**config.mk**
```make
export PLATFORM = sky130hd
export DESIGN_NAME = pwm_cmp_gen
export DESIGN_NICKNAME = d
export VERILOG_FILES = /design/src/rtl/pwm_cmp_pkg.sv /design/src/rtl/pwm_prescaler.sv /design/src/rtl/pwm_reload_fsm.sv /design/src/rtl/pwm_timebase.sv /design/src/rtl/pwm_cmp_gen.sv
export SDC_FILE = /design/constraint.sdc
export NUM_CORES = 1
export LEC_CHECK = 0
export ABC_CLOCK_PERIOD_IN_PS = 9900
export BUFFER_PORTS_ARGS = -buffer_cell sky130_fd_sc_hd__buf_2
export CAP_MARGIN = 40
export CORE_UTILIZATION = 60
export DETAILED_ROUTE_END_ITERATION = 8
export PLACE_DENSITY = 0.79
export SLEW_MARGIN = 10
export SYNTH_ARGS = -nofsm -noshare
export SYNTH_HDL_FRONTEND = slang
export SYNTH_HIERARCHICAL = 1
export SYNTH_SLANG_ARGS = --single-unit
```
**constraint.sdc**
```tcl
create_clock -name clk -period 9.9 [get_ports clk]
set_input_delay 0.99 -clock clk [delete_from_list [all_inputs] [get_ports clk]]
set_output_delay 0.99 -clock clk [all_outputs]
set_load 0.05 [all_outputs]
```
**src/rtl/pwm_cmp_pkg.sv**
```systemverilog
package pwm_cmp_pkg;
    localparam int NSLOT     = 7;
    localparam int NCH       = 2;
    localparam int ADDR_W    = $clog2(NSLOT + 1);
    localparam int SLOT_INIT = 0;
    localparam int SLOT_MID  = 1;
    localparam int SLOT_END  = 2;
    localparam int SLOT_AON  = 3;
    localparam int SLOT_AOFF = 4;
    localparam int SLOT_BON  = 5;
    localparam int SLOT_BOFF = 6;
    localparam logic [ADDR_W-1:0] ADDR_CTRL = ADDR_W'(NSLOT);

    typedef enum logic {
        LD_IDLE  = 1'b0,
        LD_ARMED = 1'b1
    } ld_state_e;
endpackage

```
**src/rtl/pwm_prescaler.sv**
```systemverilog
module pwm_prescaler #(
    parameter int PSW = 3
) (
    input  logic           clk,
    input  logic           rst_n,
    input  logic [PSW-1:0] exp_i,
    output logic           tick_o
);
    localparam int CW = (1 << PSW) - 1;

    logic [CW-1:0] pcnt_q;
    logic [CW-1:0] lim;

    // terminal count is 2^exp - 1
    assign lim    = ~({CW{1'b1}} << exp_i);
    assign tick_o = (pcnt_q == lim);

    always_ff @(posedge clk or negedge rst_n) begin
        if (!rst_n)      pcnt_q <= '0;
        else if (tick_o) pcnt_q <= '0;
        else             pcnt_q <= pcnt_q + CW'(1);
    end
endmodule

```
**src/rtl/pwm_reload_fsm.sv**
```systemverilog
module pwm_reload_fsm import pwm_cmp_pkg::*; #(
    parameter int FW = 4
) (
    input  logic          clk,
    input  logic          rst_n,
    input  logic          set_i,
    input  logic          imm_i,
    input  logic          half_en_i,
    input  logic          full_en_i,
    input  logic [FW-1:0] every_i,
    input  logic          div_clr_i,
    input  logic          half_opp_i,
    input  logic          full_opp_i,
    output logic          load_o,
    output logic          armed_o
);
    ld_state_e     state_q, state_d;
    logic [FW-1:0] div_q;
    logic          opp, due;

    assign opp = (half_en_i && half_opp_i) || (full_en_i && full_opp_i);
    assign due = opp && (div_q == every_i);

    // boundary divider: lets through every (N+1)th enabled boundary
    always_ff @(posedge clk or negedge rst_n) begin
        if (!rst_n)         div_q <= '0;
        else if (div_clr_i) div_q <= '0;
        else if (opp)       div_q <= (div_q == every_i) ? '0 : div_q + FW'(1);
    end

    // state register
    always_ff @(posedge clk or negedge rst_n) begin
        if (!rst_n) state_q <= LD_IDLE;
        else        state_q <= state_d;
    end

    // next state and outputs
    always_comb begin
        state_d = state_q;
        load_o  = 1'b0;
        armed_o = 1'b0;
        unique case (state_q)
            LD_IDLE: begin
                if (set_i) state_d = LD_ARMED;
            end
            LD_ARMED: begin
                armed_o = 1'b1;
                load_o  = imm_i || due;
                if (load_o) state_d = LD_IDLE;
            end
        endcase
    end
endmodule

```
**src/rtl/pwm_timebase.sv**
```systemverilog
module pwm_timebase import pwm_cmp_pkg::*; #(
    parameter int DW = 16
) (
    input  logic                    clk,
    input  logic                    rst_n,
    input  logic                    tick_i,
    input  logic                    load_i,
    input  logic [DW-1:0]           init_i,
    input  logic [DW-1:0]           next_init_i,
    input  logic [DW-1:0]           mid_i,
    input  logic [DW-1:0]           end_i,
    input  logic [NCH-1:0][DW-1:0]  on_i,
    input  logic [NCH-1:0][DW-1:0]  off_i,
    output logic                    half_opp_o,
    output logic                    full_opp_o,
    output logic                    half_stb_o,
    output logic                    full_stb_o,
    output logic [NCH-1:0]          wave_o,
    output logic [DW-1:0]           cnt_o
);
    logic [DW-1:0] cnt_q;

    assign cnt_o      = cnt_q;
    assign half_opp_o = tick_i && (cnt_q == mid_i);
    assign full_opp_o = tick_i && (cnt_q == end_i);

    always_ff @(posedge clk or negedge rst_n) begin
        if (!rst_n) begin
            cnt_q <= '0;
        end else if (tick_i) begin
            if (full_opp_o) cnt_q <= load_i ? next_init_i : init_i;
            else            cnt_q <= cnt_q + DW'(1);
        end
    end

    always_ff @(posedge clk or negedge rst_n) begin
        if (!rst_n) begin
            half_stb_o <= 1'b0;
            full_stb_o <= 1'b0;
        end else begin
            half_stb_o <= half_opp_o;
            full_stb_o <= full_opp_o;
        end
    end

    for (genvar g = 0; g < NCH; g++) begin : g_ch
        always_ff @(posedge clk or negedge rst_n) begin
            if (!rst_n) begin
                wave_o[g] <= 1'b0;
            end else if (tick_i) begin
                if (cnt_q == off_i[g])     wave_o[g] <= 1'b0;
                else if (cnt_q == on_i[g]) wave_o[g] <= 1'b1;
            end
        end
    end
endmodule

```
**src/rtl/pwm_cmp_gen.sv**
```systemverilog
module pwm_cmp_gen import pwm_cmp_pkg::*; #(
    parameter int DW  = 16,
    parameter int PSW = 3,
    parameter int FW  = 4
) (
    input  logic              clk,
    input  logic              rst_n,
    input  logic              wr_en,
    input  logic [ADDR_W-1:0] wr_addr,
    input  logic [DW-1:0]     wr_data,
    output logic              out_a,
    output logic              out_b,
    output logic              half_stb,
    output logic              full_stb,
    output logic              ldok_o
);
    localparam int B_IMM  = PSW;
    localparam int B_HALF = PSW + 1;
    localparam int B_FULL = PSW + 2;
    localparam int B_EVRY = PSW + 3;

    logic [NSLOT-1:0][DW-1:0] stage_q, act_q;
    logic [NCH-1:0][DW-1:0]   on_v, off_v;
    logic [NCH-1:0]           wave;
    logic [PSW-1:0]           psc_q;
    logic [FW-1:0]            every_q;
    logic                     imm_q, half_en_q, full_en_q;
    logic                     ctrl_wr, slot_wr, ld_set;
    logic                     tick, load, armed, half_opp, full_opp;
    logic [DW-1:0]            cnt;

    assign ctrl_wr = wr_en && (wr_addr == ADDR_CTRL);
    assign slot_wr = wr_en && (wr_addr != ADDR_CTRL) && !armed;
    assign ld_set  = ctrl_wr && wr_data[DW-1];

    always_ff @(posedge clk or negedge rst_n) begin
        if (!rst_n) begin
            psc_q     <= '0;
            imm_q     <= 1'b0;
            half_en_q <= 1'b0;
            full_en_q <= 1'b0;
            every_q   <= '0;
        end else if (ctrl_wr) begin
            psc_q     <= wr_data[PSW-1:0];
            imm_q     <= wr_data[B_IMM];
            half_en_q <= wr_data[B_HALF];
            full_en_q <= wr_data[B_FULL];
            every_q   <= wr_data[B_EVRY +: FW];
        end
    end

    always_ff @(posedge clk or negedge rst_n) begin
        if (!rst_n)       stage_q <= '0;
        else if (slot_wr) stage_q[wr_addr] <= wr_data;
    end

    always_ff @(posedge clk or negedge rst_n) begin
        if (!rst_n)    act_q <= '0;
        else if (load) act_q <= stage_q;
    end

    for (genvar g = 0; g < NCH; g++) begin : g_map
        assign on_v[g]  = act_q[SLOT_AON + 2*g];
        assign off_v[g] = act_q[SLOT_AOFF + 2*g];
    end

    pwm_prescaler #(.PSW(PSW)) u_psc (
        .clk    (clk),
        .rst_n  (rst_n),
        .exp_i  (psc_q),
        .tick_o (tick)
    );

    pwm_reload_fsm #(.FW(FW)) u_fsm (
        .clk        (clk),
        .rst_n      (rst_n),
        .set_i      (ld_set),
        .imm_i      (imm_q),
        .half_en_i  (half_en_q),
        .full_en_i  (full_en_q),
        .every_i    (every_q),
        .div_clr_i  (ctrl_wr),
        .half_opp_i (half_opp),
        .full_opp_i (full_opp),
        .load_o     (load),
        .armed_o    (armed)
    );

    pwm_timebase #(.DW(DW)) u_tb (
        .clk         (clk),
        .rst_n       (rst_n),
        .tick_i      (tick),
        .load_i      (load),
        .init_i      (act_q[SLOT_INIT]),
        .next_init_i (stage_q[SLOT_INIT]),
        .mid_i       (act_q[SLOT_MID]),
        .end_i       (act_q[SLOT_END]),
        .on_i        (on_v),
        .off_i       (off_v),
        .half_opp_o  (half_opp),
        .full_opp_o  (full_opp),
        .half_stb_o  (half_stb),
        .full_stb_o  (full_stb),
        .wave_o      (wave),
        .cnt_o       (cnt)
    );

    assign out_a  = wave[0];
    assign out_b  = wave[1];
    assign ldok_o = armed;
endmodule

```
[Word-level counts from Yosys, hierarchy flattened]
Cells that the tools add are included.
W data, S select, Z words.
Operators by class
  order comparisons: 2
  equality and inequality tests: 10
  reduce and logical (&&, ||, !) cells: 18
  shift-type cells: 1
  add/sub/neg operators: 3
  bitwise logic cells: 2
  mux-type cells: 18
Operators by type and width (number)
  $bwmux W112: 1
  $eq A16 B16 Y1: 6
  $demux W16 S3: 1
  $mux W16: 3
  $add A16 B1 Y16 const B: 1
  $mux W4: 3
  $logic_and A1 B1 Y1: 10
  $mux W1: 8
  $add A7 B1 Y7 const B: 1
  $eq A7 B7 Y1: 1
  $mux W7: 1
  $not A7 Y7: 1
  $shl A7 B3 Y7 const A: 1
  $reduce_bool A2 Y1: 3
  $add A4 B1 Y4 const B: 1
  $eq A4 B4 Y1: 1
  $lt A3 B4 Y1 const B: 1
  $reduce_and A2 Y1: 2
  $eq A3 B3 Y1 const B: 1
  $ge A3 B1 Y1 const B: 1
  $ne A3 B3 Y1 const B: 1
  $logic_or A1 B1 Y1: 2
  $pmux W1 S2: 1
  $logic_not A1 Y1: 1
  $not A1 Y1: 1
Storage, ports and cells
  input bits: 22
  output and inout port bits: 5
  register bits after elaboration: 266
  word-level logic and storage cells: 81

[Depth between registers and ports, before layout]
  depth in word-level cells: 11
  gate-level depth with buffers: 18
  gate-level depth less buffers: 14

[Cells and area by module]
Netlist, hierarchy kept.
By module, submodules not included
  pwm_cmp_gen: area an instance 8795.9 um^2, seq. area each 5855.6 um^2, instances 1, cells an instance 505
  pwm_timebase: area an instance 2523.7 um^2, seq. area each 500.5 um^2, instances 1, cells an instance 302
  pwm_prescaler: area an instance 495.5 um^2, seq. area each 175.2 um^2, instances 1, cells an instance 54
  pwm_reload_fsm: area an instance 320.3 um^2, seq. area each 125.1 um^2, instances 1, cells an instance 36

[Least setup slack after synthesis]
OpenSTA, ideal clock, no wires.
  kind: reg-to-reg
  from: register u_psc.pcnt_q[5]
  to: register u_tb.cnt_q[3], in the netlist u_tb/cnt_o[3]
  setup time: 139 ps
  cell stages (with the launch flop): 16
  period minus slack after synthesis: 4588 ps
  data arrival time: 4448 ps
  path slack: 5312 ps
  data required time: 9761 ps
  buffers on the path: 4
  cell sequence: dfrtp_1 or4_4 a2111oi_4 and3_1 clkbuf_1 clkbuf_1 nand2_1 nor4_1 a22oi_2 nor2_1 o21a_1 clkbuf_1 buf_1 mux2_2 mux2i_1 a22oi_1
On the way
  word-level cells in the longest chain between the ends: 9
  elaborated cells between the ends (all ways): 11
  classes of those cells: eq/ne (1); mux (3); reduce/logical (7)
RTL lines
  start: declaration: line pwm_prescaler.sv:11  | logic [CW-1:0] pcnt_q;
  start signal: assignment: line pwm_prescaler.sv:21  | else pcnt_q <= pcnt_q + CW'(1);
  $eq A7 B7 Y1: line pwm_prescaler.sv:16  | assign tick_o = (pcnt_q == lim);
  named net tick: line pwm_cmp_gen.sv:29  | logic tick, load, armed, half_opp, full_opp;
  $logic_and A1 B1 Y1: line pwm_timebase.sv:24  | assign half_opp_o = tick_i && (cnt_q == mid_i);
  named net half_opp: line pwm_cmp_gen.sv:29
  $logic_and A1 B1 Y1: line pwm_reload_fsm.sv:21  | assign opp = (half_en_i && half_opp_i) || (full_en_i && full_opp_i);
  $logic_or A1 B1 Y1: line pwm_reload_fsm.sv:21
  $logic_and A1 B1 Y1: line pwm_reload_fsm.sv:22  | assign due = opp && (div_q == every_i);
  $logic_or A1 B1 Y1: line pwm_reload_fsm.sv:48  | load_o = imm_i || due;
  $mux W1: line pwm_reload_fsm.sv:42  | unique case (state_q)
  named net load: line pwm_cmp_gen.sv:29
  $mux W16 (2 in series): line pwm_timebase.sv:31  | if (full_opp_o) cnt_q <= load_i ? next_init_i : init_i;
  end signal: assignment: line pwm_timebase.sv:31
  end signal: assignment: line pwm_timebase.sv:32  | else cnt_q <= cnt_q + DW'(1);
  end: declaration: line pwm_timebase.sv:21  | logic [DW-1:0] cnt_q;
The timed path passes the listed nets, and every way through them passes these cells.
A chain may end at the register's enable or synchronous reset.

[Worst setup path in the final report]
  from: register psc_q[1]
  to: register u_tb.cnt_q[15], in the netlist u_tb/cnt_o[15]
On the way
  word-level cells in the longest chain between the ends: 11
  elaborated cells between the ends (all ways): 13
  classes of those cells: eq/ne (1); shift (1); mux (3); bitwise (1); reduce/logical (7)
RTL lines
  start: declaration: line pwm_cmp_gen.sv:25  | logic [PSW-1:0] psc_q;
  start signal: assignment: line pwm_cmp_gen.sv:44  | psc_q <= wr_data[PSW-1:0];
  $shl A7 B3 Y7: line pwm_prescaler.sv:15  | assign lim = ~({CW{1'b1}} << exp_i);
  $not A7 Y7: line pwm_prescaler.sv:15
  $eq A7 B7 Y1: line pwm_prescaler.sv:16
  named net tick: line pwm_cmp_gen.sv:29
  $logic_and A1 B1 Y1: line pwm_timebase.sv:25  | assign full_opp_o = tick_i && (cnt_q == end_i);
  named net full_opp: line pwm_cmp_gen.sv:29
  $logic_and A1 B1 Y1: line pwm_reload_fsm.sv:21
  $logic_or A1 B1 Y1: line pwm_reload_fsm.sv:21
  $logic_and A1 B1 Y1: line pwm_reload_fsm.sv:22
  $logic_or A1 B1 Y1: line pwm_reload_fsm.sv:48
  $mux W1: line pwm_reload_fsm.sv:42
  named net load: line pwm_cmp_gen.sv:29
  $mux W16 (2 in series): line pwm_timebase.sv:31
The timed path passes the listed nets, and every way through them passes these cells.

==> results.md <==
- Status: complete, no violations
- Endpoints failing hold: 0
- Post-Syn Instances: 897
- CP Class: reg2reg
- Via count of the first global-routing pass: 7486
- Number of synthesized register bits: roughly 270
- Routed WL: around 27 mm
- CTS Hold Bufs: 0
- First-pass GRT wire length: around 43 mm
- Post-synth EDFFs: 0
- Total leakage power: 0.00567 µW
- Seq/Total Area, Yosys: approximately 55%
- Gr ovfl total: 0
- Placed instance area: 12400 µm²
- Share of layout cells above drive strength 1: 36.3%
- Via count: about 7300
- Post-DR vias/cell: about 6
- CP startpoint kind: register
- Initial Util: between 60% and 70%
- Setup TNS: 0 ns
- Worst EP arrival: about 6.1 ns
- Die Width: 144 µm
- Power Density: about 290 nW/µm²
- Yosys cell types: 66
- Max_cap viols: 0
- Num Clock Sinks: approximately 270
- N_diodes: 0
- Post_cts resized: 0
- Peak VDD IR: approximately 0.18 mV
- DR iter-0 viols: 538
- Post-CTS setup buffer count: 0
- Synthesized area per cell: approximately 14 µm²
- Post-Syn Area: approximately 12000 µm²
- CTS tree: yes
- Clock-pin slew on the worst setup and hold paths: ~0.06 ns
- Synth top area share: roughly 55%
- I/O Buffers: 26
- Area of the multi-input gates: between 5000 and 6000 µm²
- Clk_lat worst skew: 0.53 ns
- GP Congestion: 0.861
- Row count: 51
- HP Class: reg2reg
- H-tree depth: 1
- Register area: roughly 6700 µm²
- Post-Route Skew: about 0.010 ns
- CP required: around 10 ns
- Final setup fails: 0
- Initial antenna violation count: 0
- Primary FF master, synth: dfrtp_1
- Drt wl/cell: 22.5 µm
- # nets final: between 900 and 1000
- Area leader, netlist: dfrtp_1
- Die area: 20800 µm²
- Syn nets: around 900
- Slew @ Worst Pin: around 1 ns
- Top Ports: 27
- Root Driver: clkbuf_16
- DRC: 0
- Non-filler cells, final: 1196
- Slew Limit Fails: 0
- Final instance area: ~13000 µm²
- Placed insts: between 1000 and 1500
- Final min period: around 5.7 ns
- P&R area growth vs syn: 9.84%
- Height of the die: between 100 and 150 µm
- Synth area leaders: dfrtp_1 (55%), mux2_2 (22%), xnor2_1 (6.6%)
- Post-synth ARST share: between 90% and 100%
- Worst Setup End Kind: register
- DP HPWL: 17.4 mm
- Global Route Usage Sum: 27.7%
- Fillers: about 1400
- DR pass1 iterations: 5
- FMAX: roughly 170 MHz
- Final worst path period share: between 50% and 60%
- CP max FO: 56
- RSZ-0062 raised after global routing: no
- CTS Buffer Depth: 3
- Core ar.: roughly 20000 µm²
- Synth warn: 6
- Slew margin rel.: about a third
- CTS buffer count: 28
- Largest net degree at the start of global routing: 130
- Routed Antenna Nets: 0
layout make-up:
type / instances / area share, %
tap: 265 / 2.49
clock buffer: 45 / 6.27
timing repair buffer: 37 / 1.86
clock inverter: 4 / 0.338
multi-input combinational: 567 / 38.8
inverter: 12 / 0.338
sequential: 266 / 49.9
through the flow:
step                      hold slack [ns]  setup slack (ns)  total power, µW  util, %
after floorplan                     0.474              5.31             2530        -
after global placement              0.481              4.26             2820     63.1
after detailed placement            0.486              4.20             2870     63.3
after CTS                           0.498              4.18             3880     67.8
after global routing                0.505              3.79             4070     67.8
final                               0.493              4.17             3870     67.8
layer usage:
layer | vias to the layer above | track usage (%) | wire length [µm]
met5 | - | 0 | 0
met4 | 0 | 12.6 | 1120
met3 | 66 | 6.29 | 1860
met2 | 224 | 43.0 | 12400
met1 | 3773 | 37.3 | 11600
li1 | 3227 | - | -
cell usage after synthesis, types with 6 or more instances:
library cell and number:
nand2_1 23, mux2_2 235, inv_1 12, a31oi_1 13, a22oi_1 7, nor4_1 7, xor2_1 13, dfrtp_1 266
a21oi_1 11, mux2_4 10, o21ai_1 6, buf_1 7, nor2_1 18, nand4_1 22, xnor2_1 92, mux2i_1 10
clkbuf_1 20, buf_2 15, nand3_1 21
where the power goes:
part | leakage [µW] | total [µW] | switching [µW] | internal [µW]
sequential | 0.00331 | 1820 | 340 | 1480
clock | 0.000432 | 1000 | 405 | 598
combinational | 0.00192 | 1050 | 476 | 572
total | 0.00567 | 3870 | 1220 | 2650
path summary, 6_finish.rpt:
check                             from         endpoint  slack, ns  depth (start not counted)
min in group asynchronous        rst_n  u_psc/pcnt_q[4]       0.50                          1
max reg2reg                   psc_q[1]   u_tb/cnt_o[15]       4.17                         14
min reg2reg                stage_q[43]        act_q[43]       0.49                          1
max                           psc_q[1]   u_tb/cnt_o[15]       4.17                         14
max in group asynchronous        rst_n      stage_q[43]       7.93                          2
min                        stage_q[43]        act_q[43]       0.49                          1
state kept, by name, indices dropped and copies added (netlist names):
name,cells
u_fsm/state_q,1
psc_q,3
imm_q,1
stage_q,112
every_q,4
u_tb/half_stb_o,1
act_q,112
u_tb/cnt_o,16
u_fsm/div_q,4
half_en_q,1
u_tb/full_stb_o,1
u_psc/pcnt_q,7
u_tb/wave_o,2
full_en_q,1
worst max-delay path, cell delays in order (launching register included):
cell and delay, ns:
dfrtp_1 0.48, or4_4 0.56, a2111oi_4 0.53, and3_1 0.25
buf_4 0.38, nand2_1 0.18, nor4_2 0.53, a22oi_2 0.23
nor2_1 0.23, o21a_4 0.66, buf_4 0.58, buf_12 0.30
mux2_2 0.36, mux2i_1 0.16, a22oi_1 0.09
kinds of logic (layout without fill, tap and decap cells):
logic type / after synthesis / in the layout / share of synthesized area [%]
AOI/OAI and AO/OA: 67 / 67 / 3.94
xor gates and xnor gates: 105 / 105 / 7.58
adders and majority gates: 3 / 3 / 0.309
buffers and inverters: 64 / 98 / 2.63
DFF: 266 / 266 / 54.9
muxes: 256 / 256 / 24.0
and+or+nand+nor: 136 / 136 / 6.73
placed cells by master, fill, tap and decap left out, types with 10 or more instances in the layout:
master / instances
a31oi_1: 13
xnor2_1: 92
mux2i_1: 10
mux2_2: 235
a21oi_1: 11
clkbuf_16: 29
nand2_1: 23
nand3_1: 21
nor2_1: 18
xor2_1: 13
inv_1: 12
mux2_4: 10
clkbuf_1: 11
buf_2: 25
dfrtp_1: 266
nand4_1: 22
No activity file was read; power rests on OpenSTA's default activity.
